[src/rtl/crc32_pkg.sv]
package crc32_pkg;

    localparam int CRC_W = 32;
    localparam logic [CRC_W-1:0] CRC_POLY = 32'h04C11DB7;

    typedef logic [CRC_W-1:0] crc_t;

    typedef enum logic {
        PH_FIRST  = 1'b0,
        PH_SECOND = 1'b1
    } phase_e;

    // One byte, most-significant bit first, shifted through the divisor.
    function automatic crc_t crc_byte_step(input crc_t c_in, input logic [7:0] b);
        crc_t c;
        logic fb;
        c = c_in;
        for (int i = 7; i >= 0; i--) begin
            fb = c[CRC_W-1] ^ b[i];
            c  = {c[CRC_W-2:0], 1'b0};
            if (fb) c = c ^ CRC_POLY;
        end
        return c;
    endfunction

endpackage

[src/rtl/crc32_fold_net.sv]
module crc32_fold_net
    import crc32_pkg::*;
#(
    parameter int DATA_W = 64,
    localparam int NBYTES = DATA_W / 8,
    localparam int CNT_W  = $clog2(NBYTES + 1)
) (
    input  crc_t              crc_in,
    input  logic [DATA_W-1:0] data,
    input  logic [CNT_W-1:0]  cnt,
    output crc_t              crc_res
);

    crc_t stage [0:NBYTES];

    assign stage[0] = crc_in;

    // Byte k sits at the k-th position counted from the top of the word.
    for (genvar k = 0; k < NBYTES; k++) begin : g_stage
        assign stage[k+1] = crc_byte_step(stage[k], data[DATA_W-1-8*k -: 8]);
    end

    always_comb begin
        crc_res = stage[0];
        for (int k = 1; k <= NBYTES; k++) begin
            if (cnt == CNT_W'(k)) crc_res = stage[k];
        end
    end

endmodule

[src/rtl/crc32_lane_select.sv]
module crc32_lane_select
    import crc32_pkg::*;
#(
    parameter int DATA_W = 64,
    localparam int NBYTES = DATA_W / 8,
    localparam int HALF_W = DATA_W / 2,
    localparam int CNT_W  = $clog2(NBYTES + 1)
) (
    input  phase_e            phase,
    input  logic              dbl_mode,
    input  logic [DATA_W-1:0] in_data,
    input  logic [CNT_W-1:0]  in_cnt,
    input  logic [HALF_W-1:0] held_hi,
    input  logic [CNT_W-1:0]  held_cnt,
    output logic [DATA_W-1:0] op_data,
    output logic [CNT_W-1:0]  op_cnt
);

    localparam logic [CNT_W-1:0] HALF_CNT = CNT_W'(NBYTES / 2);

    always_comb begin
        if (phase == PH_SECOND) begin
            op_data = {held_hi, {HALF_W{1'b0}}};
            op_cnt  = (held_cnt > HALF_CNT) ? (held_cnt - HALF_CNT) : '0;
        end else if (dbl_mode) begin
            op_data = {in_data[HALF_W-1:0], {HALF_W{1'b0}}};
            op_cnt  = (in_cnt > HALF_CNT) ? HALF_CNT : in_cnt;
        end else begin
            op_data = in_data;
            op_cnt  = in_cnt;
        end
    end

endmodule

[src/rtl/crc32_beat_ctrl.sv]
module crc32_beat_ctrl
    import crc32_pkg::*;
#(
    parameter int DATA_W = 64,
    localparam int NBYTES = DATA_W / 8,
    localparam int HALF_W = DATA_W / 2,
    localparam int CNT_W  = $clog2(NBYTES + 1)
) (
    input  logic              clk,
    input  logic              rst,
    input  logic              enable,
    input  logic              dbl_mode,
    input  logic              in_valid,
    input  logic              in_sop,
    input  logic              in_eop,
    input  logic [CNT_W-1:0]  in_cnt,
    input  logic [DATA_W-1:0] in_data,
    output logic              in_ready,
    output phase_e            phase,
    output logic [HALF_W-1:0] held_hi,
    output logic [CNT_W-1:0]  held_cnt,
    output logic              step_en,
    output logic              step_init,
    output logic              step_last
);

    logic accept;
    logic held_eop;
    logic second_go;

    assign in_ready  = enable && (phase == PH_FIRST);
    assign accept    = in_valid && in_ready;
    assign second_go = (phase == PH_SECOND) && enable;

    assign step_en   = accept || second_go;
    assign step_init = accept && in_sop;
    assign step_last = (accept && !dbl_mode && in_eop) || (second_go && held_eop);

    always_ff @(posedge clk) begin
        if (rst) begin
            phase    <= PH_FIRST;
            held_hi  <= '0;
            held_cnt <= '0;
            held_eop <= 1'b0;
        end else begin
            if (accept && dbl_mode) begin
                phase    <= PH_SECOND;
                held_hi  <= in_data[DATA_W-1:HALF_W];
                held_cnt <= in_cnt;
                held_eop <= in_eop;
            end else if (second_go) begin
                phase    <= PH_FIRST;
            end
        end
    end

endmodule

[src/rtl/crc32_stream.sv]
module crc32_stream
    import crc32_pkg::*;
#(
    parameter int DATA_W = 64,
    localparam int NBYTES = DATA_W / 8,
    localparam int HALF_W = DATA_W / 2,
    localparam int CNT_W  = $clog2(NBYTES + 1),
    localparam int NB_W   = $clog2(NBYTES)
) (
    input  logic              clk,
    input  logic              rst,
    input  logic              enable,
    input  logic              dbl_mode,
    input  logic [CRC_W-1:0]  init_value,
    input  logic              in_valid,
    input  logic              in_sop,
    input  logic              in_eop,
    input  logic [NB_W-1:0]   in_nbytes,
    input  logic [DATA_W-1:0] in_data,
    output logic              in_ready,
    output logic [CRC_W-1:0]  crc_run,
    output logic [CRC_W-1:0]  crc_out,
    output logic              crc_valid
);

    phase_e            phase;
    logic [HALF_W-1:0] held_hi;
    logic [CNT_W-1:0]  held_cnt;
    logic [CNT_W-1:0]  in_cnt;
    logic              step_en, step_init, step_last;
    logic [DATA_W-1:0] op_data;
    logic [CNT_W-1:0]  op_cnt;
    crc_t              crc_q, fold_base, fold_res;
    logic              busy_second;

    assign in_cnt      = CNT_W'(in_nbytes) + CNT_W'(1);
    assign busy_second = (phase == PH_SECOND);

    crc32_beat_ctrl #(.DATA_W(DATA_W)) u_ctrl (
        .clk       (clk),
        .rst       (rst),
        .enable    (enable),
        .dbl_mode  (dbl_mode),
        .in_valid  (in_valid),
        .in_sop    (in_sop),
        .in_eop    (in_eop),
        .in_cnt    (in_cnt),
        .in_data   (in_data),
        .in_ready  (in_ready),
        .phase     (phase),
        .held_hi   (held_hi),
        .held_cnt  (held_cnt),
        .step_en   (step_en),
        .step_init (step_init),
        .step_last (step_last)
    );

    crc32_lane_select #(.DATA_W(DATA_W)) u_lane (
        .phase    (phase),
        .dbl_mode (dbl_mode),
        .in_data  (in_data),
        .in_cnt   (in_cnt),
        .held_hi  (held_hi),
        .held_cnt (held_cnt),
        .op_data  (op_data),
        .op_cnt   (op_cnt)
    );

    assign fold_base = step_init ? init_value : crc_q;

    crc32_fold_net #(.DATA_W(DATA_W)) u_fold (
        .crc_in  (fold_base),
        .data    (op_data),
        .cnt     (op_cnt),
        .crc_res (fold_res)
    );

    always_ff @(posedge clk) begin
        if (rst) begin
            crc_q     <= '0;
            crc_out   <= '0;
            crc_valid <= 1'b0;
        end else begin
            crc_valid <= 1'b0;
            if (step_en) crc_q <= fold_res;
            if (step_last) begin
                crc_out   <= fold_res;
                crc_valid <= 1'b1;
            end
        end
    end

    assign crc_run = crc_q;

endmodule

[config.mk]
export PLATFORM = sky130hd
export DESIGN_NAME = crc32_stream
export DESIGN_NICKNAME = d
export VERILOG_FILES = /design/src/rtl/crc32_pkg.sv /design/src/rtl/crc32_fold_net.sv /design/src/rtl/crc32_lane_select.sv /design/src/rtl/crc32_beat_ctrl.sv /design/src/rtl/crc32_stream.sv
export SDC_FILE = /design/constraint.sdc
export NUM_CORES = 1
export LEC_CHECK = 0
export BUFFER_PORTS_ARGS = -buffer_cell sky130_fd_sc_hd__buf_4
export CAP_MARGIN = 10
export CORE_ASPECT_RATIO = 1.2
export CORE_MARGIN = 2
export CORE_UTILIZATION = 40
export CTS_BUF_LIST = sky130_fd_sc_hd__clkbuf_8
export DETAILED_ROUTE_END_ITERATION = 6
export MAX_ROUTING_LAYER = met4
export PLACE_DENSITY_LB_ADDON = 0.08
export SYNTH_ARGS = -nofsm -noshare
export SYNTH_HDL_FRONTEND = slang
export SYNTH_HIERARCHICAL = 1
export SYNTH_SLANG_ARGS = --single-unit
[constraint.sdc]
create_clock -name clk -period 18.4 [get_ports clk]
set_input_delay 0 -clock clk [delete_from_list [all_inputs] [get_ports clk]]
set_output_delay 0 -clock clk [all_outputs]
set_load 0.02 [all_outputs]
# Yosys cells after proc, flatten, opt, wreduce, memory -nomap -nowiden
# Cells that the tools add are included.
# word_totals
inputBits	106
output_inout_bits	66
ff_bits	103
# classes
mux	82
magnitude_cmp	2
addsub	2
bitwise	129
n_reduce_logical	12
n_eq_ne	8
# ops
cell	n
27-bit 2-to-1 mux	64
14-bit inverter	64
32-bit 2-to-1 mux	9
64-bit 2-to-1 mux	2
1-bit XOR	64
4-bit by 3-bit equality test with 1-bit output (second input constant)	4
4-bit 2-to-1 mux	4
4-bit by 2-bit equality test with 1-bit output (second input constant)	2
4-bit by 3-bit > comparator with 1-bit output (second input constant)	2
1-bit logical AND	8
3-bit by 1-bit adder with 4-bit output (second input constant)	1
4-bit by 1-bit equality test with 1-bit output (second input constant)	1
4-bit equality test (second input constant)	1
4-bit by 3-bit subtractor with 4-bit output (second input constant)	1
1-bit 2-to-1 mux	3
1-bit logical OR	2
2-bit nonzero test	1
1-bit zero test	1
1-bit inverter	1

# Logic depth before layout (Yosys ltp)
# Gate-level depths: netlist of the first run.
# depth
word_depth	134
mapped_depth	29
depth_no_buf	21

# Hierarchy
# The synthesis of the first run kept the hierarchy.
# modules_own_cells
mod	cells_per_inst	area_each_um2	seq_area_each_um2	n_inst
crc32_fold_net	1197	11933.9	0.0	1
crc32_stream	249	2891.5	1301.2	1
crc32_beat_ctrl	171	1739.2	760.7	1
crc32_lane_select	153	1007.2	0.0	1

# Least setup slack after synthesis of the first run
# No wires, ideal clock.
# synth_path
kind	register to register
from	reg u_ctrl.phase
to	reg crc_out[9]
setup_time_ns	0.117
path_stages_with_launch	26
required_time_ns	18.283
arrival_ns	7.894
setup_slack_ns	10.389
path_cell_list	dfxtp_1 > nor2b_1 > and3_1 > buf_6 > buf_12 > mux2_4 > xnor2_2 > xnor3_2 > xnor3_1 > buf_4 > xnor3_1 > buf_6 > xnor3_2 > xnor2_4 > xnor3_2 > xnor3_2 > xnor3_2 > xnor3_2 > xnor2_2 > xnor3_2 > xor3_2 > xor2_2 > xor2_1 > a21oi_1 > mux2i_1 > nor2_1
# synth_between
elab_cells_between_ends	214
classes_between	eq/ne (8); mux (75); bitwise (123); reduce/logical (8)
# synth_rtl
element	line_no	text
from (decl)	crc32_beat_ctrl.sv:19	output phase_e phase,
from (signal assigned)	crc32_beat_ctrl.sv:41	phase <= PH_FIRST;
from (signal assigned)	crc32_beat_ctrl.sv:47	phase <= PH_SECOND;
from (signal assigned)	crc32_beat_ctrl.sv:52	phase <= PH_FIRST;
1-bit inverter (*)	crc32_beat_ctrl.sv:31	assign in_ready = enable && (phase == PH_FIRST);
1-bit logical AND (*)	crc32_beat_ctrl.sv:31	
via in_ready	crc32_stream.sv:20	output logic in_ready,
1-bit logical AND (*)	crc32_beat_ctrl.sv:32	assign accept = in_valid && in_ready;
1-bit logical AND (*)	crc32_beat_ctrl.sv:36	assign step_init = accept && in_sop;
via step_init	crc32_stream.sv:30	logic step_en, step_init, step_last;
32-bit 2-to-1 mux (*)	crc32_stream.sv:69	assign fold_base = step_init ? init_value : crc_q;
via fold_base[25]	crc32_stream.sv:33	crc_t crc_q, fold_base, fold_res;
[... 67 more ...]	-	
14-bit inverter (no source line)	-	
27-bit 2-to-1 mux (2 in series)	crc32_pkg.sv:21	if (fb) c = c ^ CRC_POLY;
14-bit inverter (no source line)	-	
27-bit 2-to-1 mux	crc32_pkg.sv:21	
14-bit inverter (no source line)	-	
27-bit 2-to-1 mux (2 in series)	crc32_pkg.sv:21	
32-bit 2-to-1 mux (*)	crc32_fold_net.sv:26	if (cnt == CNT_W'(k)) crc_res = stage[k];
via fold_res[9]	crc32_stream.sv:33	
to (signal assigned)	crc32_stream.sv:87	crc_out <= fold_res;
to (decl)	crc32_stream.sv:22	output logic [CRC_W-1:0] crc_out,
# Mark *: on every way through the listed nets, which the timed path passes. The rest lies on a longest branch.
# A chain may end at the register's enable or synchronous reset.

# Final worst setup path of the first run
# layout_path
from	reg u_ctrl.phase
to	reg crc_out[14]
# layout_between
elab_cells_between_ends	214
classes_between	eq/ne (8); mux (75); bitwise (123); reduce/logical (8)
# layout_rtl
element	line_no	text
1-bit inverter (*)	crc32_beat_ctrl.sv:31	
1-bit logical AND (*)	crc32_beat_ctrl.sv:31	
1-bit logical AND (*)	crc32_beat_ctrl.sv:32	
1-bit logical AND (*)	crc32_beat_ctrl.sv:36	
via step_init	crc32_stream.sv:30	
32-bit 2-to-1 mux (*)	crc32_stream.sv:69	
via fold_base[29]	crc32_stream.sv:33	
1-bit XOR (*)	crc32_pkg.sv:19	fb = c[CRC_W-1] ^ b[i];
[... 70 more ...]	-	
14-bit inverter (no source line)	-	
27-bit 2-to-1 mux	crc32_pkg.sv:21	
14-bit inverter (no source line)	-	
27-bit 2-to-1 mux	crc32_pkg.sv:21	
14-bit inverter (no source line)	-	
27-bit 2-to-1 mux (3 in series)	crc32_pkg.sv:21	
32-bit 2-to-1 mux (*)	crc32_fold_net.sv:26	
via fold_res[14]	crc32_stream.sv:33	
# Marked as above.

==> results of run 1 <==
## layer usage
metal  share of wire [%]  wire length [um]  vias to the layer above
met4                 6.3              4725                        0
met1                  39             29480                     6842
li1                    -                 -                     6292
met3                 4.5              3388                      144
met5                   0                 0                        -
met2                  50             37750                      546
## critical path: stages (launching register included)
cell and delay [ns]:
dfxtp_2 0.34, buf_4 0.57, nor2b_1 0.13, and3_2 0.25
buf_4 0.29, mux2_4 0.40, xor2_2 0.78, xnor2_1 0.38
xnor3_1 0.49, xnor3_1 0.82, xor3_1 0.59, xnor3_2 0.30
xnor3_1 0.89, xnor3_2 0.63, xor2_2 0.32, xnor3_2 0.52
xnor3_2 0.47, xor3_1 0.76, xor2_4 0.30, xnor3_1 0.38
xor2_1 0.15, a21oi_1 0.35, mux2i_1 0.13, nor2_1 0.10
## final timing paths
kind,end,slack (ns),depth (start not counted)
max,crc_out[14]$_SDFFE_PP0P_,7.91,23
min reg2reg,u_ctrl/held_hi[9]$_SDFFE_PP0P_,0.48,2
max reg2reg,crc_out[14]$_SDFFE_PP0P_,7.91,23
min,u_ctrl/held_cnt[1]$_SDFFE_PP0P_,0.04,4
## through the flow
| step | worst slack, ns | utilization, % | instances |
|---|---|---|---|
| 2_1_floorplan | 10.39 | - | 1770 |
| 5_1_grt | 7.564 | 45.18 | 2472 |
| 3_3_place_gp | 8.156 | 43.83 | 2418 |
| 6_report | 7.914 | 45.18 | 2472 |
| 4_1_cts | 7.934 | 45.17 | 2470 |
| 3_5_place_dp | 7.975 | 43.83 | 2418 |
## flip-flops by register name, indices dropped and copies added (netlist names)
register and count:
u_ctrl/held_hi 32, crc_run 32, u_ctrl/phase 1, crc_valid 1, crc_out 32, u_ctrl/held_eop 1
u_ctrl/held_cnt 4
## final cells by class
cell class	count	area, sq um	share of cell area [%]
antenna	2	5.005	0.02540
sequential	103	2063	10.47
tap	559	699.4	3.549
multi-input combinational	1550	14830	75.24
clock inverter	7	98.84	0.5016
clock buffer	9	123.9	0.6286
inverter	5	18.77	0.09524
timing repair buffer	237	1869	9.486
## cells by family after synthesis
kind of cell	Yosys count	share of synthesized area, %
DFF	103	11.73
adders and majority gates	1	0.07119
muxes	172	10.67
and+or+nand+nor	405	10.72
xor gates and xnor gates	709	53.33
buffers and inverters	117	4.144
AOI/OAI and AO/OA	263	9.328
## synth_stat cells (4+ instances only)
master	instances	area [sq um]
dfxtp_1	103	2062
xnor3_2	19	451.7
o311ai_0	5	43.79
xor2_2	11	178.9
clkbuf_2	4	20.02
a211oi_1	67	503.0
nor2b_1	6	37.54
xor2_1	134	1174
nor3_1	19	95.09
mux2_4	30	450.4
o21ai_0	48	240.2
xnor2_4	14	385.4
xnor2_1	336	2943
inv_1	5	18.77
buf_12	6	120.1
o21ai_1	33	165.2
clkbuf_1	54	202.7
xnor2_2	31	504.2
buf_6	14	157.7
and2_1	35	219.0
a21oi_1	64	320.3
xnor3_1	137	3085
nand3_1	6	30.03
mux2i_1	140	1401
xor3_1	23	546.8
buf_1	5	18.77
nor2_1	146	548.0
buf_4	10	75.07
nand2_1	108	405.4
buf_2	17	85.08
o211ai_1	22	165.2
nand2b_1	77	481.7
==> metrics.md, run 1 <==
| Metric | Value |
|---|---|
| Status | completed |
| Filler cells | 4,227 |
| All-layer global routing usage | 33.77% |
| Crit path from | u_ctrl/phase$_SDFFE_PP0P_ |
| Hold buffers post-CTS | 36 |
| Post-DRT Antenna Nets | 0 |
| Max-slew headroom | 12.01% |
| Clk buf depth | 2 |
| IO Count | 172 |
| Leading cell type in the layout, fill and taps excluded | xnor2_1 |
| Syn-to-layout area delta | 12.15% |
| 1st-iter DRT viols | 1,344 |
| # Max-Cap Violations | 0 |
| TritonCTS clock tree | yes |
| Async set or reset register ratio after synthesis | 0% |
| Post-CTS Setup Bufs | 0 |
| Die width | 195.3 um |
| Met3 GRT Util | 3.407% |
| Clk_skew | 0.02993 ns |
| Cts bufs inserted | 9 |
| Placed cell areas | 19,120 sq um |
| DRC Markers | 0 |
| Routability cong. | 0.9885 |
| Mean post-synth cell area | 9.928 sq um |
| Ys Warns | 6 |
| Setup_tns | 0 ns |
| GRT met1 Usage | 38.59% |
| Arrival @ worst endpoint | 10.83 ns |
| Startpoint Class | register |
| Sequential share of the synthesized area | 11.73% |
| Mapped Area | 17,570 sq um |
| Crit end category | register |
| Total die area | 45,630 sq um |
| Most frequent cells in the layout | xnor2_1, buf_4, nor2_1, mux2i_1, xnor3_1 |
| Final Instance Area | 19,710 sq um |
| Number of synthesized register bits | 103 |
| Routed vias/inst | 5.592 |
| RSZ-0062 raised after global routing | no |
| Post-Route WL | 75.35 mm |
| Mean routed wirelength per cell | 30.48 um |
| Fin nets | 2,013 |
| Clock root cell | clkbuf_8 |
| Minimum clock period | 10.49 ns |
| Vias in the first global route | 13,890 |
| Syn Nets | 1,877 |
| Fmax | 95.36 MHz |
| Clk sinks | 103 |
| Number of H-tree levels | 3 |
| Site Rows | 84 |
| Final hold violation count | 0 |
| Ys flop type | dfxtp_1 |
| Antenna violations before repair | 1 |
| Final HPWL DP | 61.71 mm |
| Die H | 233.6 um |
| Required @ worst endpoint | 18.75 ns |
| Drt first pass iters | 4 |
| Clock insertion delay at the later pin of the skew report | 0.43 ns |
| Endpoints failing setup | 0 |
| Pin count of the biggest net entering global routing | 97 |
| Post-Synthesis Cells | 1,770 |
| WHS | 0.04292 ns |
| Critical path class | register to register |
| Max FO, Critical Path | 76 |
| Max Transition Viols Final | 0 |
| Hold Startpoint | in_nbytes[1] |
| Worst hold path class | input pin to register |
| FF-to-FF Start | u_ctrl/phase$_SDFFE_PP0P_ |
| GR Layer Usage met2 | 58.68% |
| Share of cells above drive strength 1 | 17.90% |
| Clock-pin slew on the worst setup and hold paths | 0.14 ns |
| Slew of the pin with the lowest slew margin | 1.306 ns |
| Initial Util | 40.29% |
| CTS resizes | 0 |
| # port buffers | 171 |
| Core area | 43,620 sq um |
| Distinct cells, synth | 58 |
| Global route overflow | 0 |
| Number of synthesized flops with an enable pin | 0 |
| Crit share post-route | 56.99% |
| GR peak layer | met2 |
| Global-route wire length before repair | 105.3 mm |
| Via Count | 13,824 |
Power of run 1 is not shown: default switching activity piles up to over one toggle a cycle in this logic, so the estimate is an artifact.
==> run 2: changes to the inputs <==
==> constraint.sdc (replaced) <==
create_clock -name clk -period 9.6 [get_ports clk]
set_input_delay 0 -clock clk [delete_from_list [all_inputs] [get_ports clk]]
set_output_delay 0 -clock clk [all_outputs]
set_load 0.02 [all_outputs]
==> run 2 against run 1 <==
  * Cell area up 2.3%
  * Sequential share of layout area decreased by 0.23 points
  * Core utilization is 1.0 points higher
  * Clock skew grew 0.0020 ns
  * Fmax increased by 13%
  * Cell count up 2.0%
  * Non-clock buffer count rose by 52
  * Flip-flop and latch count unchanged
  * Setup slack got worse by 7.6 ns
  * Wire length up 2.5%
  * Critical path depth up 2
  * Critical path type unchanged
==> metrics.md, run 2 (synthesized netlist as in run 1, its figures left out) <==
| Metric | Value |
|---|---|
| Status | completed |
| Global-route wire length before repair | 108.4 mm |
| Buf+Inv Stages, Crit Path | 4 |
| CP top delay family | XOR/XNOR gates |
| Crit end category | register |
| Hold Startpoint | in_nbytes[1] |
| Clk sinks | 103 |
| Cts bufs inserted | 9 |
| Routed vias/inst | 5.548 |
| 1st-iter DRT viols | 1,111 |
| Diode count | 0 |
| Clk buf depth | 2 |
| Final Util | 46.20% |
| Required @ worst endpoint | 9.98 ns |
| CP max stage cell | xnor3_1 |
| Max Transition Viols Final | 0 |
| RSZ-0062 raised after global routing | no |
| Total die area | 45,630 sq um |
| Clk_skew | 0.03190 ns |
| Clock-pin slew on the worst setup and hold paths | 0.14 ns |
| Die H | 233.6 um |
| WHS | 0.08689 ns |
| Final HPWL DP | 63.46 mm |
| Endpoints failing setup | 0 |
| TritonCTS clock tree | yes |
| Initial Util | 40.29% |
| FF-to-FF Start | u_ctrl/phase$_SDFFE_PP0P_ |
| Die width | 195.3 um |
| DRC Markers | 0 |
| Pin count of the biggest net entering global routing | 121 |
| Clock insertion delay at the later pin of the skew report | 0.45 ns |
| Fin nets | 2,065 |
| # port buffers | 171 |
| Drt first pass iters | 5 |
| Crit share post-route | 96.34% |
| Antenna violations before repair | 1 |
| Slew of the pin with the lowest slew margin | 1.187 ns |
| Reg2reg setup slack | 0.35 ns |
| IO Count | 172 |
| Final hold violation count | 0 |
| # Max-Cap Violations | 0 |
| R2R cell count | 25 |
| Hold Crit Depth | 5 |
| Worst hold path class | input pin to register |
| Post-Route WL | 77.21 mm |
| Routability cong. | 0.9808 |
| Share of cells above drive strength 1 | 19.10% |
| Filler cells | 4,234 |
| Vias in the first global route | 14,087 |
| Via Count | 13,992 |
| Critical path class | register to register |
| Max FO, Critical Path | 17 |
| Mean routed wirelength per cell | 30.61 um |
| Site Rows | 84 |
| Fmax | 108.1 MHz |
| Arrival @ worst endpoint | 9.63 ns |
| Startpoint Class | register |
| Post-DRT Antenna Nets | 0 |
| Core area | 43,620 sq um |
| Minimum clock period | 9.249 ns |
| Number of H-tree levels | 3 |
| Global route overflow | 0 |
| CP peak stage delay | 0.70 ns |
| Most frequent cells in the layout | xnor2_1, buf_4, nor2_1, mux2i_1, xnor3_1 |
| CP most frequent cell | xnor2_1 |
| Leading cell type in the layout, fill and taps excluded | xnor2_1 |
| All-layer global routing usage | 34.80% |
| Reg-to-Reg End | crc_run[5]$_SDFFE_PP0P_ |
| Hold Path End | u_ctrl/held_cnt[2]$_SDFFE_PP0P_ |
| Syn-to-layout area delta | 14.69% |
| Setup_tns | 0 ns |
| Max-slew headroom | 20.86% |
| Clock root cell | clkbuf_8 |
run 2: tightest hold or removal path: stages:
cell,delay (ns)
buf_4,0.09
ha_1,0.14
xor2_1,0.10
nand2b_1,0.07
mux2i_1,0.06
run 2: final cells by class:
cell class | count | area (sq um) | share of cell area [%]
clock buffers | 9 | 123.9 | 0.6146
inverters | 5 | 18.77 | 0.09313
flip-flops and latches | 103 | 2063 | 10.24
multi-input cells | 1550 | 14830 | 73.58
well taps | 559 | 699.4 | 3.471
repair buffers | 289 | 2322 | 11.52
clock inverters | 7 | 96.34 | 0.4781
run 2: metrics by stage:
stage	instance area, sq um	setup slack, ns	std cells
6_report	20150	0.3510	2522
5_1_grt	20150	0.04109	2522
4_1_cts	20150	0.2356	2522
3_5_place_dp	19370	0.2886	2450
3_3_place_gp	19370	0.4245	2450
2_1_floorplan	17570	1.589	1770
run 2: timing repair:
action / 4_1_cts / 5_1_grt
setup buffers: 0 / 0
endpoints found under the setup margin: 0 / 6
resized for setup: 0 / 1
endpoints found under the hold margin: 37 / 0
hold buffers: 56 / 0
run 2: metal layers:
metal  vias up  GRT usage, %  routed length, um  part of all wire (%)
li1       6397             -                  -                     -
met1      6922         39.92              29940                    39
met2       513         61.40              39340                    51
met3       160         3.263               3586                   4.6
met4         0         16.46               4332                   5.6
met5         -             -                  0                     0
run 2: worst max-delay path by stage:
stage	end	startpoint	cells past startpoint	slack (ns)
2_1_floorplan	crc_out[9]$_SDFFE_PP0P_	u_ctrl/phase$_SDFFE_PP0P_	25	1.59
3_3_place_gp	crc_out[11]$_SDFFE_PP0P_	u_ctrl/phase$_SDFFE_PP0P_	23	0.42
3_5_place_dp	crc_run[11]$_SDFFE_PP0P_	u_ctrl/phase$_SDFFE_PP0P_	23	0.29
4_1_cts	crc_run[11]$_SDFFE_PP0P_	u_ctrl/phase$_SDFFE_PP0P_	23	0.24
5_1_grt	crc_run[11]$_SDFFE_PP0P_	u_ctrl/phase$_SDFFE_PP0P_	25	0.04
6_report	crc_run[5]$_SDFFE_PP0P_	u_ctrl/phase$_SDFFE_PP0P_	25	0.35
Power of run 2 is left out for the same reason.
